### config.mk
export PLATFORM = sky130hd
export DESIGN_NAME = pwr_mode_seq
export DESIGN_NICKNAME = d
export VERILOG_FILES = /design/src/rtl/pwr_mode_pkg.sv /design/src/rtl/pwr_wake_qual.sv /design/src/rtl/pwr_reset_settle.sv /design/src/rtl/pwr_mode_fsm.sv /design/src/rtl/pwr_mode_seq.sv
export SDC_FILE = /design/constraint.sdc
export NUM_CORES = 1
export LEC_CHECK = 0
export BUFFER_PORTS_ARGS = -buffer_cell sky130_fd_sc_hd__buf_2
export CORE_MARGIN = 4
export CORE_UTILIZATION = 40
export DETAILED_ROUTE_END_ITERATION = 8
export GPL_ROUTABILITY_DRIVEN = 0
export PLACE_DENSITY = 0.69
export SLEW_MARGIN = 20
export SYNTH_ARGS = -nofsm -noshare
export SYNTH_HDL_FRONTEND = slang
export SYNTH_SLANG_ARGS = --single-unit
### constraint.sdc
create_clock -name clk -period 5.84 [get_ports clk]
set_input_delay 0.876 -clock clk [delete_from_list [all_inputs] [get_ports clk]]
set_output_delay 0.876 -clock clk [all_outputs]
set_load 0.05 [all_outputs]
### src/rtl/pwr_mode_pkg.sv
package pwr_mode_pkg;

  localparam int NMODES = 5;

  typedef enum logic [2:0] {
    M_ACT = 3'd0,
    M_SLP = 3'd1,
    M_SSL = 3'd2,
    M_STB = 3'd3,
    M_SUB = 3'd4
  } pmode_e;

  typedef enum logic [1:0] {
    DIV2 = 2'b00,
    DIV4 = 2'b01,
    DIV8 = 2'b10
  } subdiv_e;

  function automatic subdiv_e map_div(input logic [1:0] code);
    case (code)
      2'b00:   return DIV2;
      2'b01:   return DIV4;
      default: return DIV8;
    endcase
  endfunction

  function automatic pmode_e decode_sleep(input pmode_e cur, input logic sb,
                                          input logic dt, input logic ss,
                                          input logic ls);
    if (!dt && sb)                       return M_STB;
    else if (!dt && !sb)                 return ss ? M_SSL : M_SLP;
    else if (dt && !ls && cur == M_SUB)  return M_ACT;
    else if (dt && ls && cur == M_ACT)   return M_SUB;
    else                                 return cur;
  endfunction

endpackage

### src/rtl/pwr_wake_qual.sv
module pwr_wake_qual #(
  parameter int NUM_IRQ = 8
) (
  input  logic [NUM_IRQ-1:0] irq_req,
  input  logic [NUM_IRQ-1:0] irq_en,
  input  logic               irq_mask,
  output logic               wake
);

  logic [NUM_IRQ-1:0] qual;

  for (genvar i = 0; i < NUM_IRQ; i++) begin : g_src
    assign qual[i] = irq_req[i] & irq_en[i];
  end

  assign wake = (|qual) & ~irq_mask;

endmodule

### src/rtl/pwr_reset_settle.sv
module pwr_reset_settle #(
  parameter int SYNC_STAGES = 2,
  parameter int CNT_W       = 16
) (
  input  logic             clk,
  input  logic             rst,
  input  logic             res_pin_n,
  input  logic [CNT_W-1:0] settle_limit,
  output logic             pin_low,
  output logic             cpu_rst
);

  localparam int LAST = SYNC_STAGES - 1;

  logic [SYNC_STAGES-1:0] sync_q;
  logic                   low_d;
  logic [CNT_W-1:0]       cnt_q;
  logic                   settled;
  logic                   rst_q;

  for (genvar s = 0; s < SYNC_STAGES; s++) begin : g_sync
    if (s == 0) begin : g_first
      always_ff @(posedge clk) begin
        if (rst) sync_q[s] <= 1'b0;
        else     sync_q[s] <= ~res_pin_n;
      end
    end else begin : g_next
      always_ff @(posedge clk) begin
        if (rst) sync_q[s] <= 1'b0;
        else     sync_q[s] <= sync_q[s-1];
      end
    end
  end

  assign pin_low = sync_q[LAST];
  assign settled = (cnt_q >= settle_limit);

  always_ff @(posedge clk) begin
    if (rst) begin
      low_d <= 1'b0;
      cnt_q <= '0;
      rst_q <= 1'b1;
    end else begin
      low_d <= pin_low;
      if (pin_low && !low_d) cnt_q <= '0;
      else if (!settled)     cnt_q <= cnt_q + 1'b1;
      rst_q <= pin_low | ~settled;
    end
  end

  assign cpu_rst = rst_q;


  pin_low_holds_reset_chk: assert property (@(posedge clk) disable iff (rst)
    pin_low |=> cpu_rst);


  early_release_chk: assert property (@(posedge clk) disable iff (rst)
    (pin_low && !low_d) |=> ##1 cpu_rst);

endmodule

### src/rtl/pwr_mode_fsm.sv
module pwr_mode_fsm
  import pwr_mode_pkg::*;
(
  input  logic              clk,
  input  logic              rst,
  input  logic              pin_low,
  input  logic              hold,
  input  logic              sleep_req,
  input  logic              standby_sel,
  input  logic              direct_xfer,
  input  logic              subsleep_sel,
  input  logic              low_speed_on,
  input  logic [1:0]        div_code,
  input  logic              wake,
  output logic [NMODES-1:0] mode_oh,
  output logic              cpu_clk_en,
  output logic              subclk_sel,
  output logic [1:0]        sub_div
);

  pmode_e            mode_q, mode_d;
  subdiv_e           div_q;
  logic              accept;
  logic              halted;
  logic [NMODES-1:0] oh_q, oh_d;
  logic              clk_en_q, sub_q;

  assign halted = (mode_q == M_SLP) || (mode_q == M_SSL) || (mode_q == M_STB);

  always_comb begin
    mode_d = mode_q;
    accept = 1'b0;
    if (pin_low) begin
      mode_d = M_ACT;
    end else if (!hold) begin
      unique case (mode_q)
        M_ACT, M_SUB: begin
          if (sleep_req) begin
            accept = 1'b1;
            mode_d = decode_sleep(mode_q, standby_sel, direct_xfer,
                                  subsleep_sel, low_speed_on);
          end
        end
        M_SLP, M_SSL, M_STB: begin
          if (wake) mode_d = low_speed_on ? M_SUB : M_ACT;
        end
        default: mode_d = M_ACT;
      endcase
    end
  end

  always_comb begin
    oh_d         = '0;
    oh_d[mode_d] = 1'b1;
  end

  always_ff @(posedge clk) begin
    if (rst) begin
      mode_q   <= M_ACT;
      oh_q     <= NMODES'(1);
      clk_en_q <= 1'b1;
      sub_q    <= 1'b0;
      div_q    <= DIV2;
    end else begin
      mode_q   <= mode_d;
      oh_q     <= oh_d;
      clk_en_q <= (mode_d == M_ACT) || (mode_d == M_SUB);
      sub_q    <= (mode_d == M_SUB);
      if (accept) div_q <= map_div(div_code);
    end
  end

  assign mode_oh    = oh_q;
  assign cpu_clk_en = clk_en_q;
  assign subclk_sel = sub_q;
  assign sub_div    = div_q;


  mode_onehot_chk: assert property (@(posedge clk) disable iff (rst)
    $countones(oh_q) == 1);


  wake_to_sub_chk: assert property (@(posedge clk) disable iff (rst)
    (halted && wake && low_speed_on && !pin_low && !hold) |=> (mode_q == M_SUB));


  no_wake_stays_chk: assert property (@(posedge clk) disable iff (rst)
    (halted && !wake && !pin_low) |=> $stable(mode_q));


  div_only_on_sleep_chk: assert property (@(posedge clk) disable iff (rst)
    !accept |=> $stable(div_q));


  div_reserved_chk: assert property (@(posedge clk) disable iff (rst)
    (accept && div_code == 2'b11) |=> (div_q == DIV8));

endmodule

### src/rtl/pwr_mode_seq.sv
module pwr_mode_seq #(
  parameter int NUM_IRQ     = 8,
  parameter int CNT_W       = 16,
  parameter int SYNC_STAGES = 2
) (
  input  logic               clk,
  input  logic               rst,
  input  logic               res_pin_n,
  input  logic [CNT_W-1:0]   settle_limit,
  input  logic               sleep_req,
  input  logic               standby_sel,
  input  logic               direct_xfer,
  input  logic               subsleep_sel,
  input  logic               low_speed_on,
  input  logic [1:0]         div_code,
  input  logic               irq_mask,
  input  logic [NUM_IRQ-1:0] irq_req,
  input  logic [NUM_IRQ-1:0] irq_en,
  output logic [4:0]         mode_oh,
  output logic               cpu_clk_en,
  output logic               subclk_sel,
  output logic [1:0]         sub_div,
  output logic               cpu_rst
);

  logic pin_low;
  logic wake;

  pwr_reset_settle #(
    .SYNC_STAGES(SYNC_STAGES),
    .CNT_W      (CNT_W)
  ) u_settle (
    .clk         (clk),
    .rst         (rst),
    .res_pin_n   (res_pin_n),
    .settle_limit(settle_limit),
    .pin_low     (pin_low),
    .cpu_rst     (cpu_rst)
  );

  pwr_wake_qual #(
    .NUM_IRQ(NUM_IRQ)
  ) u_wake (
    .irq_req (irq_req),
    .irq_en  (irq_en),
    .irq_mask(irq_mask),
    .wake    (wake)
  );

  pwr_mode_fsm u_fsm (
    .clk         (clk),
    .rst         (rst),
    .pin_low     (pin_low),
    .hold        (cpu_rst),
    .sleep_req   (sleep_req),
    .standby_sel (standby_sel),
    .direct_xfer (direct_xfer),
    .subsleep_sel(subsleep_sel),
    .low_speed_on(low_speed_on),
    .div_code    (div_code),
    .wake        (wake),
    .mode_oh     (mode_oh),
    .cpu_clk_en  (cpu_clk_en),
    .subclk_sel  (subclk_sel),
    .sub_div     (sub_div)
  );


  subclk_implies_run_chk: assert property (@(posedge clk) disable iff (rst)
    subclk_sel |-> cpu_clk_en);


  reset_forces_active_chk: assert property (@(posedge clk) disable iff (rst)
    pin_low |=> mode_oh[0]);

endmodule

==> results.cfg <==
[yosys]
yosysWarnings = 0
synth_edf_count = 0
synth.most_common_cell = dfxtp_1
synth_nets = 274
synth_top_cell_by_area = dfxtp_1
synth_cells = 214
synth_cell_types = 46
synth_top_area_frac = 0.3502
synthesis.area_um2 = 1829
synth-async-reset-ratio = 0
synth_area_leaders = dfxtp_1, ha_1, inv_1
synth_sequential_area_ratio = 0.3502
synth_common_cells = dfxtp_1, inv_1, nor2_1
ys_ff_latch = 32
synthFlopType = dfxtp_1
avgSynthCellArea_um2 = 8.548

[clocking]
cts_setup_buffers = 0
clockBufferDepth = 2
ctsResizeCount = 0
cts_htree_levels = 2
cts-buffers-inserted = 5
cts_tree = yes
clk_pin_slew_ns = 0.07
holdBufCountCts = 0
clock-sinks = 32
cts_root_buf = clkbuf_8
clock_latency_ns = 0.27

[finish]
diodes = 0
finalNetCount = 330
synthToLayoutAreaGrowth_pct = 23.19
layout-drive-gt1-share = 0.2620

[route]
dr.pass1.iters = 4
wl_mm = 3.691
avgViaCountPerCell = 5.105
first_iter_violations = 62
drc = 0
num_vias = 1649
wl_per_cell_um = 11.43
ant_nets = 0

[timing]
fin_crit_sh = 0.4458
tns_ns = 0
worstMarginPinSlew_ns = 0.6254
skew_ns = 0.003265
max_slew_margin = 0.5723
period_minus_slack_ns = 2.604
setup_ws_ns = 3.236
max_freq_mhz = 384.1
finalHoldViolations = 0
rsz0062_at_grt = no
setup_viol = 0
slew_viol_final = 0

[outcome]
status = finished, final reports clean

[worst_hold_path]
min_to = u_settle.pin_low
holdCritStartpoint = u_settle.sync_q[0]
hold_class = reg2reg
holdPathStages = 1

[floorplan]
die_w_um = 75.63
die_y_um = 75.63
pin_count = 53
dieArea_um2 = 5719
core_um2 = 4384
start_util = 0.4172
fp-row-count = 24

[placed_design]
numPortBuffers = 52
pre_cts_ws_ns = 2.943
post-dp-hpwl_mm = 3.010

[global_route]
antenna_found_initial = 0
grt_pass1_vias = 1488
track_usage = 0.1364
grt_pass1_wl_mm = 6.182
grt_remaining_overflow = 0
grt_start_max_net_pins = 16

[power_and_ir_drop]
total_leakage_power_nw = 1.060
power_w = 0.0004731
power_density_nw_per_um2 = 209.9
peakVddDrop_mv = 0.1282

[worst_setup_path]
crit_start = settle_limit[10]
rr_startpoint = u_settle.cnt_q[9]
worstPathRequired_ns = 5.98
r2r-end = u_settle.cnt_q[11]
worst_setup_path_end_kind = register
critPathLaunchType = primary input
reg2reg_depth = 7
path_class = in2reg
crit_arrival_ns = 2.75
cp_max_fo = 4
reg2reg_setup_slack_ns = 3.53

[job]
drv_cap = 0
==> layout by cell type (no fill, tap or decap), drive strengths merged, types with 3 or more instances in the layout <==
cell / instances
nand2: 13
a22oi: 4
nor2: 22
nor2b: 3
buf: 52
and3: 6
nor3: 7
clkbuf: 5
o21ai: 6
a211oi: 7
xnor2: 8
nand4: 3
dfxtp: 32
a21o: 4
nand3: 6
inv: 27
a21oi: 17
ha: 17
a2111oi: 3
==> flip-flops by register name (all words and copies together), names as in the netlist, 2 cells and up <==
name            cells
u_fsm.mode_q        3
u_fsm.mode_oh       5
u_fsm.sub_div       2
u_settle.cnt_q     16
==> cell families (layout without fill, tap and decap cells) <==
logic type | Yosys count | after routing | share of synthesized area
simple gates | 70 | 70 | 0.2011
compound gates | 56 | 56 | 0.2264
flops | 32 | 32 | 0.3502
buf+inv | 30 | 87 | 0.06224
fa+ha+maj | 17 | 17 | 0.1163
xor+xnor | 8 | 8 | 0.03831
mux | 1 | 1 | 0.005472
==> through the flow <==
stage | instance area, um^2 | cells | hold WS, ns | util
after floorplan | 1829 | 214 | 0.4138 | -
after global placement | 2142 | 315 | 0.4186 | 0.4886
after detailed placement | 2142 | 315 | 0.4204 | 0.4886
after CTS | 2253 | 323 | 0.4354 | 0.5140
after global routing | 2253 | 323 | 0.4705 | 0.5140
final | 2253 | 323 | 0.4360 | 0.5140
==> final cells by class <==
type | count | area (um^2)
multi-input cells | 152 | 1075
clock inverters | 3 | 42.54
repair buffers | 52 | 260.3
fillers | 419 | 2131
inverters | 27 | 101.3
clock buffers | 5 | 68.82
well taps | 52 | 65.06
flip-flops and latches | 32 | 640.6
==> how the worst max path moves through the flow <==
stage	to	cells past startpoint
final	u_settle.cnt_q[11]	9
after global routing	u_settle.cnt_q[11]	9
after CTS	u_settle.cnt_q[11]	9
after detailed placement	u_settle.cnt_q[11]	9
after global placement	u_settle.cnt_q[13]	8
after floorplan	u_settle.cnt_q[13]	7
==> worst max-delay path, cell delays in order <==
cell	delay [ns]
buf_2	0.07
inv_1	0.03
ha_1	0.30
nand4_1	0.16
o221ai_1	0.16
a211o_1	0.37
a2111oi_0	0.52
xnor2_1	0.20
nor2_1	0.06
==> power by group <==
group           total, W  internal, W  leakage, nW  switching [W]
Clock           0.000207     0.000126       0.0541      0.0000804
Sequential      0.000225     0.000221        0.259     0.00000391
Combinational  0.0000419    0.0000208        0.747      0.0000210
==> layer usage <==
| layer | global-route usage | routed length [um] | up-vias |
|---|---|---|---|
| met3 | 0.04354 | 295 | 2 |
| met5 | 0 | 0 | - |
| met4 | 0.01942 | 8 | 0 |
| li1 | - | - | 871 |
| met1 | 0.1724 | 1698 | 734 |
| met2 | 0.2330 | 1690 | 42 |
Power figures use the tool's default switching activity.
